`src/rtl/lead_enc_pkg.sv`:
```
package lead_enc_pkg;
  localparam int unsigned DATA_W  = 32;
  localparam int unsigned GROUP_W = 8;
  localparam int unsigned CNT_W   = $clog2(DATA_W);
endpackage

```
`src/rtl/sign_flip.sv`:
```
module sign_flip #(
  parameter int unsigned W = 32
) (
  input  logic [W-1:0] raw,
  input  logic         sign,
  output logic [W-1:0] view
);
  for (genvar b = 0; b < W; b++) begin : g_bit
    assign view[b] = raw[b] ^ sign;
  end
endmodule

```
`src/rtl/group_lzc.sv`:
```
module group_lzc #(
  parameter int unsigned G = 8,
  localparam int unsigned GW = (G > 1) ? $clog2(G) : 1
) (
  input  logic [G-1:0]  vec,
  output logic [GW-1:0] cnt,
  output logic          any
);
  always_comb begin
    cnt = '0;
    any = 1'b0;
    for (int i = 0; i < G; i++) begin
      if (vec[i]) begin
        cnt = GW'(G - 1 - i);
        any = 1'b1;
      end
    end
  end
endmodule

```
`src/rtl/lead_count.sv`:
```
module lead_count #(
  parameter int unsigned W = 32,
  parameter int unsigned G = 8,
  localparam int unsigned CW = $clog2(W),
  localparam int unsigned NG = W / G,
  localparam int unsigned GW = (G > 1) ? $clog2(G) : 1
) (
  input  logic [W-1:0]  vec,
  output logic [CW-1:0] cnt,
  output logic          none
);
  logic [GW-1:0] grp_cnt [NG];
  logic [NG-1:0] grp_any;

  for (genvar g = 0; g < NG; g++) begin : g_grp
    group_lzc #(.G(G)) u_grp (
      .vec(vec[g*G +: G]),
      .cnt(grp_cnt[g]),
      .any(grp_any[g])
    );
  end

  always_comb begin
    cnt  = CW'(W - 1);
    none = 1'b1;
    for (int g = 0; g < NG; g++) begin
      if (grp_any[g]) begin
        cnt  = CW'((NG - 1 - g) * G) + CW'(grp_cnt[g]);
        none = 1'b0;
      end
    end
  end
endmodule

```
`src/rtl/lead_digit_enc.sv`:
```
module lead_digit_enc
  import lead_enc_pkg::*;
#(
  parameter int unsigned W = DATA_W,
  parameter int unsigned G = GROUP_W,
  localparam int unsigned CW = $clog2(W)
) (
  input  logic          clk,
  input  logic          rst,
  input  logic [W-1:0]  data_in,
  input  logic          sign_in,
  output logic [CW-1:0] shift_cnt,
  output logic          no_digit
);
  logic [W-1:0]  flipped;
  logic [CW-1:0] cnt_c;
  logic          none_c;

  sign_flip #(.W(W)) u_flip (
    .raw (data_in),
    .sign(sign_in),
    .view(flipped)
  );

  lead_count #(.W(W), .G(G)) u_cnt (
    .vec (flipped),
    .cnt (cnt_c),
    .none(none_c)
  );

  always_ff @(posedge clk) begin
    if (rst) begin
      shift_cnt <= '1;
      no_digit  <= 1'b1;
    end else begin
      shift_cnt <= cnt_c;
      no_digit  <= none_c;
    end
  end
endmodule

```
`config.mk`:
```
export PLATFORM = sky130hd
export DESIGN_NAME = lead_digit_enc
export DESIGN_NICKNAME = d
export VERILOG_FILES = /design/src/rtl/lead_enc_pkg.sv /design/src/rtl/sign_flip.sv /design/src/rtl/group_lzc.sv /design/src/rtl/lead_count.sv /design/src/rtl/lead_digit_enc.sv
export SDC_FILE = /design/constraint.sdc
export NUM_CORES = 1
export LEC_CHECK = 0
export BUFFER_PORTS_ARGS = -buffer_cell sky130_fd_sc_hd__buf_2
export CAP_MARGIN = 40
export CORE_UTILIZATION = 40
export CTS_CLUSTER_SIZE = 12
export DETAILED_ROUTE_END_ITERATION = 10
export MAX_ROUTING_LAYER = met4
export PLACE_DENSITY = 0.73
export REMOVE_ABC_BUFFERS = 1
export SLEW_MARGIN = 0
export SYNTH_ARGS = -nofsm -noshare
export SYNTH_HDL_FRONTEND = slang
export SYNTH_SLANG_ARGS = --single-unit
```
`constraint.sdc`:
```
create_clock -name clk -period 2.42 [get_ports clk]
set_input_delay 0.121 -clock clk [delete_from_list [all_inputs] [get_ports clk]]
set_output_delay 0.121 -clock clk [all_outputs]
set_load 0.1 [all_outputs]
```
==> qor.yml, run 1 <==
layout:
  insertedDiodeCount: 0
  layoutNonFillerInstCount: 201
  fin_nets: 211
  area_delta_synth_final_pct: 27.3
  drive_above_1_share_pct: 28.7
  fillCellCount: 208
  final_area_sq_um: 1120
synthesis:
  ys_seq_area_share_pct: 13.6
  synth_warnings: 0
  synth_largest_area_cell: "dfxtp_1"
  ys_ff_latch: 6
  synth.top_cells.by_count: "nor2_1 (17), nor3_1 (12), o21ai_0 (11), a21oi_1 (9), nand2_1 (9)"
  syn_avg_cell_area_sq_um: 6.59
  synth-edff-count: 0
  ys_top_cells_by_area: "dfxtp_1 (14%), nor2_1 (7.2%), nor3_1 (6.8%), o21ai_0 (6.2%), a21oi_1 (5.1%)"
  ys_types: 39
  synth.most_common_cell: "nor2_1"
  synth_top_area_share_pct: 13.6
  synth_ff_type: "dfxtp_1"
  async_flop_share_pct: 0
  syn_area_sq_um: 883
  synth_cells: 134
timing:
  rsz0062_at_grt: "no"
  min_period_ns: 1.63
  hold_violations: 0
  max_freq_mhz: 614
  maxSlewViolCount: 0
  finalSetupViolCount: 0
  min_period_over_period_pct: 67.3
  max-slew-margin-rel_pct: 65.6
  finalSetupTns_ns: 0
  timing.final.ws_setup_ns: 0.792
  tightestPinTransition_ns: 0.516
placement:
  io_buffers: 40
  hpwl_mm: 1.97
  dpl_cell_area_sq_um: 1100
  place.gp.congestion: 0.870
  placedCellCount: 198
  dp_slack_ns: 0.549
critical_path:
  crit_arrival_ns: 1.75
  worst-path-max-fanout: 34
  required_ns: 2.54
  crit_path_end_kind: "flop"
  criticalPathCategory: "input pin to flop"
  start_kind: "input pin"
global_route:
  grt_pass1_wl_mm: 4.06
  globalRouteTotalUtil_pct: 21.7
  antenna_found_initial: 0
  grt_max_degree: 35
  grt-ovfl-total: 0
  first_global_vias: 971
clock_tree:
  cts_buffer_depth: 2
  postCtsSetupBuffers: 0
  clock_sinks: 6
  cts.clk_slew.worst_paths_ns: 0.05
  cts_tree: "done"
  cts_root_buffer: "clkbuf_4"
  cts-buffers-inserted: 3
  ctsHoldBuffers: 0
  cts_resized: 0
  htreeDepth: 1
floorplanning:
  core_area_sq_um: 2020
  num_rows: 16
  die_y_microns: 49.0
  start_util_pct: 43.7
  dieArea_sq_um: 2400
  io_pins: 41
  die_x_microns: 49.0
routing:
  wl_met2_mm: 1.25
  met1_length_mm: 1.09
  drt_iter0_drc: 37
  detail-route-antenna-nets: 0
  met3_length_microns: 100
  first_pass_iters: 4
  topRoutingLayerUsed: "met3"
  vias_per_cell: 5.77
  post_drt_wl_per_cell_microns: 12.1
  vias: 1160
  drc: 0
  drt-total-wl_mm: 2.44
power_and_ir_drop:
  p_total_w: 0.000381
  cellLeakagePower_nw: 0.486
  p_switching_w: 0.000161
  swShare_pct: 42.2
  power.share.clock_pct: 24.5
  pwr-share-seq_pct: 28.2
  pwr-share-comb_pct: 47.3
  power_density_nw_per_um2: 338
  peakVddDrop_uv: 278
  p_int_w: 0.000220
outcome:
  outcome: "complete, no violations"
flow_run:
  maxCapViolCount: 0
hold_path:
  min_path_type: "input pin to flop"
## sequential cells by signal (all words and copies together), names as in the netlist
signal	cells
no_digit	1
shift_cnt	5
## power by group through the flow
stage / Clock, W / Sequential (W) / Combinational (W)
after floorplan: 0 / 0.000156 / 0.0000576
after global placement: 0 / 0.000109 / 0.000174
after detailed placement: 0 / 0.000109 / 0.000179
after CTS: 0.0000961 / 0.000107 / 0.000179
after global routing: 0.000103 / 0.000108 / 0.000197
final: 0.0000933 / 0.000107 / 0.000180
## critical path, cell delays in order
cell	delay [ns]
buf_2	0.27
or3_1	0.48
o22a_1	0.17
nor2_1	0.23
nor4b_1	0.33
o211ai_1	0.15
## placed cells by master (no fill, tap or decap), types with 2 or more instances in the layout
cell | Yosys | layout
a21oi_1 | 9 | 9
clkbuf_4 | 0 | 3
a211oi_1 | 4 | 4
nor3_1 | 12 | 12
o211a_1 | 2 | 2
nor2b_1 | 3 | 3
nand2_1 | 9 | 9
o221ai_1 | 2 | 2
o211ai_1 | 3 | 3
o21bai_1 | 3 | 3
a2bb2oi_1 | 2 | 2
and4_1 | 4 | 4
buf_2 | 3 | 40
a31o_2 | 2 | 2
o21ai_0 | 11 | 11
dfxtp_1 | 6 | 6
nand2b_1 | 2 | 2
a22oi_1 | 3 | 3
inv_1 | 6 | 6
nand3_1 | 6 | 6
or2_2 | 3 | 3
nor2_1 | 17 | 17
and3_1 | 4 | 4
o31ai_1 | 2 | 2
## cell type report
cell class,count,area (sq um),area share [%]
Sequential cell,6,120,10.7
Timing Repair Buffer,40,200,17.8
Clock buffer,3,22.5,2.00
Inverter,6,22.5,2.00
Tap cell,27,33.8,3.00
Multi-Input combinational cell,119,726,64.5
## metal layers
layer  vias to the layer above  track usage [%]
met5                         -                -
met4                         0             4.41
met3                         0             2.80
met2                        32             37.7
met1                       519             26.8
li1                        609                -
## worst paths after layout
check / startpoint / to / slack [ns] / cells past startpoint
worst min-delay path: rst / no_digit$_SDFF_PP1_ / 0.15 / 2
worst max-delay path: sign_in / shift_cnt[0]$_SDFF_PP1_ / 0.79 / 6
## kinds of logic after synthesis
family                 count (synthesis)  share of synthesized area [%]
buffers and inverters                  9                           4.25
AOI/OAI and AO/OA                     52                           40.9
DFF                                    6                           13.6
and+or+nand+nor                       67                           41.2
## through the flow
step | hold WS, ns | utilization [%]
after floorplan | 0.220 | -
after global placement | 0.409 | 54.5
after detailed placement | 0.401 | 54.5
after CTS | 0.140 | 55.6
after global routing | 0.151 | 55.6
final | 0.147 | 55.6
Note: power is estimated with default switching activity, not from simulation.
==> run 2: changes to the inputs <==
--- a/config.mk
+++ b/config.mk
@@ -11,7 +11,7 @@
 export CTS_CLUSTER_SIZE = 12
 export DETAILED_ROUTE_END_ITERATION = 10
 export MAX_ROUTING_LAYER = met4
-export PLACE_DENSITY = 0.73
+export PLACE_DENSITY = 0.76
 export REMOVE_ABC_BUFFERS = 1
 export SLEW_MARGIN = 0
 export SYNTH_ARGS = -nofsm -noshare
==> constraint.sdc (replaced) <==
create_clock -name clk -period 1.45 [get_ports clk]
set_input_delay 0.0725 -clock clk [delete_from_list [all_inputs] [get_ports clk]]
set_output_delay 0.0725 -clock clk [all_outputs]
set_load 0.1 [all_outputs]
==> run 2 against run 1 <==
Sequential share of layout area down 1.2 points. Total power is 74% higher. Wire length rose by 8.4%. Clock-buffer cell count unchanged. Global-route usage is 1.8 points higher. Critical path depth is the same. Final cell count is 9.0% higher. Utilization grew 7.0 points. First-iteration DRC count shrank 57%. Die area stayed put. Design area up 13%.
==> qor.yml, run 2 (synthesis results as in run 1) <==
clock_tree:
  htreeDepth: 1  # unchanged
  cts_tree: "done"  # unchanged
  clock_sinks: 6  # unchanged
  ctsHoldBuffers: 0  # unchanged
  cts_root_buffer: "clkbuf_4"  # unchanged
  cts_buffer_depth: 2  # unchanged
  postCtsSetupBuffers: 0  # unchanged
  cts-buffers-inserted: 3  # unchanged
  cts.clk_slew.worst_paths_ns: 0.05  # about the same
hold_path:
  min_path_type: "input pin to flop"  # unchanged
  holdCritStartpoint: "rst"  # unchanged
timing:
  rsz0062_at_grt: "no"  # unchanged
  tightestPinTransition_ns: 0.494  # was 0.516 ns
  min_period_over_period_pct: 90.4
  finalSetupViolCount: 0  # unchanged
  min_period_ns: 1.31
  hold-worst-slack_ns: 0.0999  # was 0.147 ns
  max_freq_mhz: 763
  timing.final.ws_setup_ns: 0.139  # was 0.792 ns
  max-slew-margin-rel_pct: 66.9  # was 65.6%
  hold_violations: 0  # unchanged
  maxSlewViolCount: 0  # unchanged
layout:
  insertedDiodeCount: 0  # unchanged
  final_cell_mix: "buf_2 (40), buf_4 (18), nor2_1 (17), nor3_1 (12), o21ai_0 (11)"  # was buf_2 (40), nor2_1 (17), nor3_1 (12), o21ai_0 (11)
  layout_commonest_cell: "buf_2"  # unchanged
  largest_register_ffs: 5  # unchanged
  reg.largest.list: "shift_cnt (5), no_digit (1)"  # unchanged
  drive_above_1_share_pct: 35.9  # was 28.7%
  fin_nets: 229  # was 211
  top_register: "shift_cnt"  # unchanged
  area_delta_synth_final_pct: 43.3  # was 27.3%
placement:
  io_buffers: 40  # unchanged
  dp_slack_ns: -0.126  # was 0.549 ns
  hpwl_mm: 2.15  # was 1.97 mm
  place.gp.congestion: 0.774  # was 0.870
outcome:
  outcome: "complete, no violations"  # unchanged
critical_path:
  required_ns: 1.62  # was 2.54 ns
  cpPeakStageDelay_ns: 0.54  # was 0.48 ns
  startpoint: "data_in[16]"  # was sign_in
  crit_path_end: "shift_cnt[1]$_SDFF_PP1_"  # was shift_cnt[0]$_SDFF_PP1_
  start_kind: "input pin"  # unchanged
  crit_arrival_ns: 1.48  # was 1.75 ns
  crit_path_end_kind: "flop"  # unchanged
  slowest_stage: "or4_1"  # was or3_1
  worst-path-max-fanout: 4  # was 34
  criticalPathCategory: "input pin to flop"  # unchanged
  path_cells: "buf_2, or4_1, o22ai_2, nor4b_4, o221ai_1, o211ai_1"  # was buf_2, or3_1, o22a_1, nor2_1, nor4b_1, o211ai_1
global_route:
  grt_pass1_wl_mm: 4.53  # was 4.06 mm
  first_global_vias: 1194  # was 971
  globalRouteTotalUtil_pct: 23.6  # was 21.7%
  grt-ovfl-total: 0  # unchanged
  grt_max_degree: 23  # was 35
  antenna_found_initial: 0  # unchanged
routing:
  detail-route-antenna-nets: 0  # unchanged
  vias: 1240  # was 1,160
  first_pass_iters: 6  # was 4
  drt-total-wl_mm: 2.65  # was 2.44 mm
  drt_iter0_drc: 16  # was 37
  vias_per_cell: 5.66  # was 5.77
  drc: 0  # unchanged
  post_drt_wl_per_cell_microns: 12.1  # about the same
floorplanning:
  io_pins: 41  # unchanged
  core_area_sq_um: 2020  # unchanged
  start_util_pct: 43.7  # unchanged
  die_x_microns: 49.0  # unchanged
  dieArea_sq_um: 2400  # unchanged
  num_rows: 16  # unchanged
  die_y_microns: 49.0  # unchanged
power_and_ir_drop:
  power_density_nw_per_um2: 524  # was 338 nW/um^2
  pwr-share-seq_pct: 27.0  # was 28.2%
  power.share.clock_pct: 22.9  # was 24.5%
  swShare_pct: 41.2  # was 42.2%
  p_switching_w: 0.000274  # was 0.000161 W
  peakVddDrop_uv: 377  # was 278 uV
  p_int_w: 0.000390  # was 0.000220 W
  pwr-share-comb_pct: 50.1  # was 47.3%
  p_total_w: 0.000664  # was 0.000381 W
  cellLeakagePower_nw: 0.575  # was 0.486 nW
flow_run:
  maxCapViolCount: 0  # unchanged
[run 2: worst min-delay path by stage]
stage / slack, ns / endpoint / cells past startpoint
after floorplan: 0.17 / no_digit$_SDFF_PP1_ / 1
after global placement: 0.35 / no_digit$_SDFF_PP1_ / 2
after detailed placement: 0.34 / no_digit$_SDFF_PP1_ / 2
after CTS: 0.1 / no_digit$_SDFF_PP1_ / 2
after global routing: 0.11 / shift_cnt[3]$_SDFF_PP1_ / 2
final: 0.1 / no_digit$_SDFF_PP1_ / 2
[run 2: layer usage]
| metal | track usage [%] | share of wire [%] | wire length, microns |
|---|---|---|---|
| met1 | 25.3 | 46 | 1210 |
| met2 | 44.9 | 50 | 1310 |
| met3 | 2.49 | 4.4 | 116 |
| met4 | 6.86 | 0.49 | 13 |
| met5 | - | 0 | 0 |
[run 2: final cells by class]
class                   instances  area [sq um]
fillers                       194           756
multi-input cells             119           732
repair buffers                 58           335
well taps                      27          33.8
clock buffers                   3          22.5
flip-flops and latches          6           120
inverters                       6          22.5
[run 2: repair_timing]
action	CTS	global route
endpoints found under the hold margin	0	0
resized for setup	0	1
setup endpoints to repair	0	1
[run 2: worst max-delay path, delay by kind of cell]
family	cells	cell delay, ns
simple gates	2	0.83
compound gates	3	0.47
buf+inv	1	0.10
[run 2: stage by stage]
step                      instances  cell area (sq um)  TNS (ns)  utilization (%)
after global routing            219               1270         0             62.6
after CTS                       219               1260         0             62.3
after global placement          216               1240    -0.173             61.2
final                           219               1270         0             62.6
after floorplan                 131                868         0                -
after detailed placement        216               1240    -0.285             61.2
[run 2: power groups by stage]
stage	registers, W	logic [W]	clock network [W]
after global routing	0.000180	0.000361	0.000168
final	0.000179	0.000333	0.000152
after detailed placement	0.000182	0.000328	0
after floorplan	0.000261	0.0000962	0
after CTS	0.000179	0.000330	0.000157
after global placement	0.000182	0.000319	0
